### src/rtl/rx16_exec.sv
module rx16_exec #(
  parameter int W = 16
) (
  input  logic [15:0]  instr,
  input  logic [W-1:0] rs_val,
  input  logic [W-1:0] rt_val,
  input  logic [W-1:0] pc,
  output logic [W-1:0] alu_out,
  output logic [2:0]   wr_idx,
  output logic         wr_en,
  output logic         mem_rd,
  output logic         mem_wr,
  output logic         redirect,
  output logic [W-1:0] target,
  output logic [W-1:0] link_val
);

  localparam logic [2:0] OP_R    = 3'b000;
  localparam logic [2:0] OP_ADDI = 3'b001;
  localparam logic [2:0] OP_J    = 3'b010;
  localparam logic [2:0] OP_JAL  = 3'b011;
  localparam logic [2:0] OP_LW   = 3'b100;
  localparam logic [2:0] OP_SW   = 3'b101;
  localparam logic [2:0] OP_BEQ  = 3'b110;
  localparam logic [2:0] OP_BNE  = 3'b111;
  localparam logic [2:0] LINK_REG = 3'd7;

  logic [2:0]   op, rs_f, rt_f, rd_f;
  logic [3:0]   fn;
  logic [W-1:0] simm, jaddr;
  logic         wr_req, jump;
  logic [W-1:0] jdest;

  assign op    = instr[15:13];
  assign rs_f  = instr[12:10];
  assign rt_f  = instr[9:7];
  assign rd_f  = instr[6:4];
  assign fn    = instr[3:0];
  assign simm  = {{(W-7){instr[6]}}, instr[6:0]};
  assign jaddr = {{(W-13){1'b0}}, instr[12:0]};

  assign link_val = pc + W'(2);

  always_comb begin
    alu_out = '0;
    wr_idx  = rd_f;
    wr_req  = 1'b0;
    mem_rd  = 1'b0;
    mem_wr  = 1'b0;
    jump    = 1'b0;
    jdest   = '0;
    case (op)
      OP_R: begin
        wr_req = 1'b1;
        case (fn)
          4'b0000: alu_out = rs_val + rt_val;
          4'b0001: alu_out = rs_val - rt_val;
          4'b0010: alu_out = rs_val & rt_val;
          4'b0011: alu_out = rs_val | rt_val;
          4'b0100: alu_out = {rs_val[W-2:0], 1'b0};
          4'b0101: alu_out = {1'b0, rs_val[W-1:1]};
          4'b0110: alu_out = {rs_val[W-1], rs_val[W-1:1]};
          4'b0111: alu_out = W'($signed(rs_val) < $signed(rt_val));
          4'b1000: begin
            wr_req = 1'b0;
            jump   = 1'b1;
            jdest  = rs_val;
          end
          default: wr_req = 1'b0;
        endcase
      end
      OP_ADDI: begin
        alu_out = rt_val + simm;
        wr_idx  = rt_f;
        wr_req  = 1'b1;
      end
      OP_J: begin
        jump  = 1'b1;
        jdest = jaddr;
      end
      OP_JAL: begin
        jump    = 1'b1;
        jdest   = jaddr;
        alu_out = link_val;
        wr_idx  = LINK_REG;
        wr_req  = 1'b1;
      end
      OP_LW: begin
        alu_out = rs_val + simm;
        wr_idx  = rt_f;
        wr_req  = 1'b1;
        mem_rd  = 1'b1;
      end
      OP_SW: begin
        alu_out = rs_val + simm;
        mem_wr  = 1'b1;
      end
      OP_BEQ, OP_BNE: begin
        jump  = (rs_val == rt_val) ^ (op == OP_BNE);
        jdest = link_val + simm;
      end
      default: ;
    endcase
  end

  assign wr_en    = wr_req && (wr_idx != 3'd0);
  assign redirect = jump;
  assign target   = jump ? jdest : '0;

endmodule


### config.mk
export PLATFORM = sky130hd
export DESIGN_NAME = rx16_exec
export DESIGN_NICKNAME = d
export VERILOG_FILES = /design/src/rtl/rx16_exec.sv
export SDC_FILE = /design/constraint.sdc
export NUM_CORES = 1
export LEC_CHECK = 0
export BUFFER_PORTS_ARGS = -buffer_cell sky130_fd_sc_hd__buf_2
export CAP_MARGIN = 20
export CORE_AREA = 10 10 121 123
export DETAILED_ROUTE_END_ITERATION = 10
export DIE_AREA = 0 0 131 133
export PLACE_DENSITY = 0.7
export SLEW_MARGIN = 30
export SYNTH_ARGS = -nofsm -noshare
export SYNTH_HDL_FRONTEND = slang
export SYNTH_SLANG_ARGS = --single-unit
### constraint.sdc
create_clock -name vclk -period 4.7
set_clock_uncertainty 0.05 [all_clocks]
set_input_delay 0.94 -clock vclk [all_inputs]
set_output_delay 0.94 -clock vclk [all_outputs]
set_load 0.005 [all_outputs]
== Word-level counts from Yosys, hierarchy flattened ==
Cells that the tools add are included.
Word-level totals
  word-level logic and storage cells: 48
  bits of input ports: 64
  flip-flop bits (word level): 0
  output and inout port bits: 55
Cells by class
  add/subtract/negate cells: 6
  order comparisons: 1
  equality and inequality tests: 16
  reduce and logical (&&, ||, !) cells: 10
  multiplexer cells: 12
  bitwise gates (word level): 3
Operators by type and width (number)
  16-bit one-hot mux with 8 select lines: 1
  16-bit adder: 4
  16-bit one-hot mux with 4 select lines: 1
  16-bit one-hot mux with 3 select lines: 1
  16-bit 2-to-1 mux: 2
  16-bit by 2-bit adder with 16-bit output (second input constant): 1
  16-bit bitwise AND: 1
  16-bit equality test: 1
  4-bit by 3-bit equality test with 1-bit output (second input constant): 4
  16-bit < comparator: 1
  16-bit OR: 1
  16-bit subtractor: 1
  3-bit equality test (second input constant): 4
  4-bit by 2-bit equality test with 1-bit output (second input constant): 2
  2-bit OR reduction: 4
  8-bit OR reduction: 1
  3-bit by 2-bit equality test with 1-bit output (second input constant): 2
  3-bit one-hot mux with 2 select lines: 1
  4-bit by 1-bit equality test with 1-bit output (second input constant): 1
  4-bit equality test (second input constant): 1
  4-bit logical NOT: 1
  1-bit 2-to-1 mux: 4
  3-bit by 1-bit equality test with 1-bit output (second input constant): 1
  3-bit logical NOT: 1
  other kinds (6): 6

== Logic depth before layout (Yosys ltp) ==
  depth after elaboration: 5
  depth in mapped cells: 15
  mapped depth without buffers: 14

== Worst setup path before layout ==
No wires, ideal clock.
  path type: input to output
  start: input port instr[14]
  end: output port alu_out[15]
  stages: 14
  path slack: 0.235 ns
  arrival time: 3.475 ns
  required time: 3.710 ns
  path buffers: 2
  path through: nand2b_1 > clkbuf_1 > clkbuf_1 > nand2_1 > o21ai_0 > ha_1 > a21o_1 > a2111oi_0 > a31oi_1 > a211oi_1 > a21oi_1 > nor2_1 > xnor2_1 > a22o_1
On the way
  cells in the longest elaborated chain, start to end: 3
  elaborated cells on any way between the ends: 7
  classes of those cells: 4 x eq/ne; 1 x mux; 2 x reduce/logical
Ends and longest elaborated chain
  start, declared: RTL line 4  | input logic [15:0] instr,
  3-bit equality test: RTL line 52  | case (op)
  2-bit OR reduction (no source line)
  16-bit one-hot mux with 4 select lines *: RTL line 52
  end, declared: RTL line 8  | output logic [W-1:0] alu_out,
Mark *: on every way between the ends. The rest lies on a longest branch, timed or not.

== Worst setup path in the final report ==
  start: input port instr[14]
  end: output port alu_out[14]
Same word-level chain as after synthesis.

==> impl_metrics.yaml <==
floorplanning:
  start_util_pct: 40.8
  io_pins: 119
  die_x_um: 131
  rows: 41
  die_area_mm2: 0.0174
  die_h_um: 133
  core-area_mm2: 0.0124
placed_design:
  dp.final_hpwl_mm: 16.4
  routabilityCongestion: 0.964
  placed_cell_area_mm2: 0.00619
  io_buffers: 119
final_layout:
  nClkBuffers: 0
  seq_cell_count: 0
  final_cell_area_mm2: 0.00631
  fin_nets: 1062
  drive_gt1_share_pct: 25.3
  antenna_cells: 0
  syn_to_final_growth_pct: 25.1
  regArea_um2: 0
yosys:
  synth.yosys.seq_area_share_pct: 0
  post-synth-top-count-cell: "ha_1"
  syn_nets: 912
  synth_top_area_share_pct: 20.8
  synth_top_cells_by_count: "ha_1, nor2_1, a21oi_1"
  synth_top_cell_by_area: "ha_1"
  netlist_area_mm2: 0.00504
  yosys-top-cells-area: "ha_1, a21oi_1, o21ai_0"
  ys_types: 76
  postSynthCellCount: 760
  yosys_warnings: 0
  avgSynthCellArea_um2: 6.64
timing:
  fmax_mhz: 218
  fin_crit_sh_pct: 97.8
  finalSetupViolCount: 0
  timing.hold.ws_ns: 2.07
  period_minus_slack_ns: 4.59
  hold_viol: 0
  slew_headroom_pct: 48.3
  slew_violations: 0
  worst-slew-pin-transition_ns: 0.776
run:
  drv_cap: 0
pwr:
  power_switching_mw: 0.448
  vdd.ir_drop.worst_uv: 78.2
  p_seq_share_pct: 0
  clockPowerShare_pct: 0
  pwr-share-comb_pct: 100.0
  p_sw_share_pct: 56.3
  p_int_mw: 0.348
  cellLeakagePower_nw: 3.04
  power_density_mw_per_mm2: 126
detailed_routing:
  routed_wl_mm: 19.7
  vias_per_cell: 5.86
  drt.antenna.violating_nets: 0
  drt-initial-drc-count: 795
  drc_errors: 0
  wl_per_cell_um: 18.3
  vias: 6326
  dr.pass1.iters: 6
setup_path:
  arrival_ns: 3.60
  worstPathRequired_ns: 3.71
  cp-startpoint: "instr[14]"
  critPathLaunchType: "input pin"
  crit_path_max_fanout: 20
  cp-end-kind: "output pin"
  critPathKind: "input pin to output pin"
global_routing:
  grt_pass1_vias: 5809
  grt_max_degree: 22
  grt_pass1_wl_mm: 30.5
  antenna_found_initial: 0
  overflow: 0
  grt_use_total_pct: 21.1
worst_hold_path:
  hold_path_end: "link_val[0]"
  hold_start: "pc[0]"
  hold_depth: 2
  hold_class: "input pin to output pin"
outcome:
  status: "finished clean"
-- per-layer routing --
layer,track usage (%),vias up,share of wire (%)
met5,0,-,0
met4,4.14,0,2.3
met3,2.20,34,9.1
met2,33.8,325,45
met1,29.6,2887,44
li1,-,3080,-
-- timing repair --
action,4_1_cts,5_1_grt
gates resized for setup,1,27
hold buffers,0,0
endpoints found under the setup margin,1,15
hold endpoints to repair,0,0
pin swaps,1,4
buffers inserted,0,1
-- critical path, stage by stage --
cell,delay (ns)
buf_2,0.10
nand2b_1,0.17
buf_12,0.16
nand2_1,0.06
o21ai_0,0.09
ha_2,0.20
fa_2,0.38
a21oi_2,0.16
o22ai_1,0.12
o21ai_1,0.14
buf_4,0.15
o2111ai_1,0.15
a31oi_1,0.26
xnor2_1,0.11
a22oi_2,0.17
o31ai_1,0.10
buf_2,0.15
-- area by class of cell --
class,count,area [um^2]
timing repair buffer,189,1130
multi-input combinational,650,4700
fill,1281,6060
tap,172,215
inverter,69,259
-- metrics by stage --
step / TNS [ns] / worst slack (ns) / power (mW) / instances / utilization [%]
after floorplan: 0 / 0.235 / 0.486 / 760 / -
after global placement: 0 / 0.0562 / 0.757 / 1079 / 50.1
after detailed placement: 0 / 0.00388 / 0.759 / 1079 / 50.1
after CTS: 0 / 0.0404 / 0.765 / 1079 / 50.1
after global routing: -0.0417 / -0.0417 / 0.875 / 1080 / 51.0
final: 0 / 0.105 / 0.797 / 1080 / 51.0
-- worst max path at each step --
stage          slack [ns]          end  cells past startpoint
2_1_floorplan        0.24  alu_out[15]                     14
3_5_place_dp        0.004  alu_out[14]                     17
5_1_grt             -0.04    target[9]                     14
4_1_cts              0.04  alu_out[14]                     17
3_3_place_gp         0.06   target[15]                     15
6_report             0.11  alu_out[14]                     17
-- kinds of logic (layout without fill, tap and decap cells) --
| logic type | after synthesis | in the layout | synth area share (%) |
|---|---|---|---|
| xor gates and xnor gates | 51 | 51 | 8.86 |
| muxes | 3 | 3 | 0.645 |
| adders and majority gates | 88 | 88 | 22.4 |
| and+or+nand+nor | 230 | 230 | 22.0 |
| buffers and inverters | 110 | 258 | 8.93 |
| AOI/OAI and AO/OA | 278 | 278 | 37.2 |
-- placed cells by master, fill, tap and decap left out, types with 24 or more instances in the layout --
cell and instances:
xnor2_1 32, nor2_1 71, nand2_1 56, inv_1 66, buf_4 69, buf_2 119
o21ai_0 57, a22oi_1 24, ha_1 81, a21oi_1 68
-- power by group through the flow --
stage / logic, mW / registers (mW) / clock network [mW]
final: 0.797 / 0 / 0
after global routing: 0.875 / 0 / 0
after CTS: 0.765 / 0 / 0
after detailed placement: 0.759 / 0 / 0
after global placement: 0.757 / 0 / 0
after floorplan: 0.486 / 0 / 0
Power figures use the tool's default switching activity.
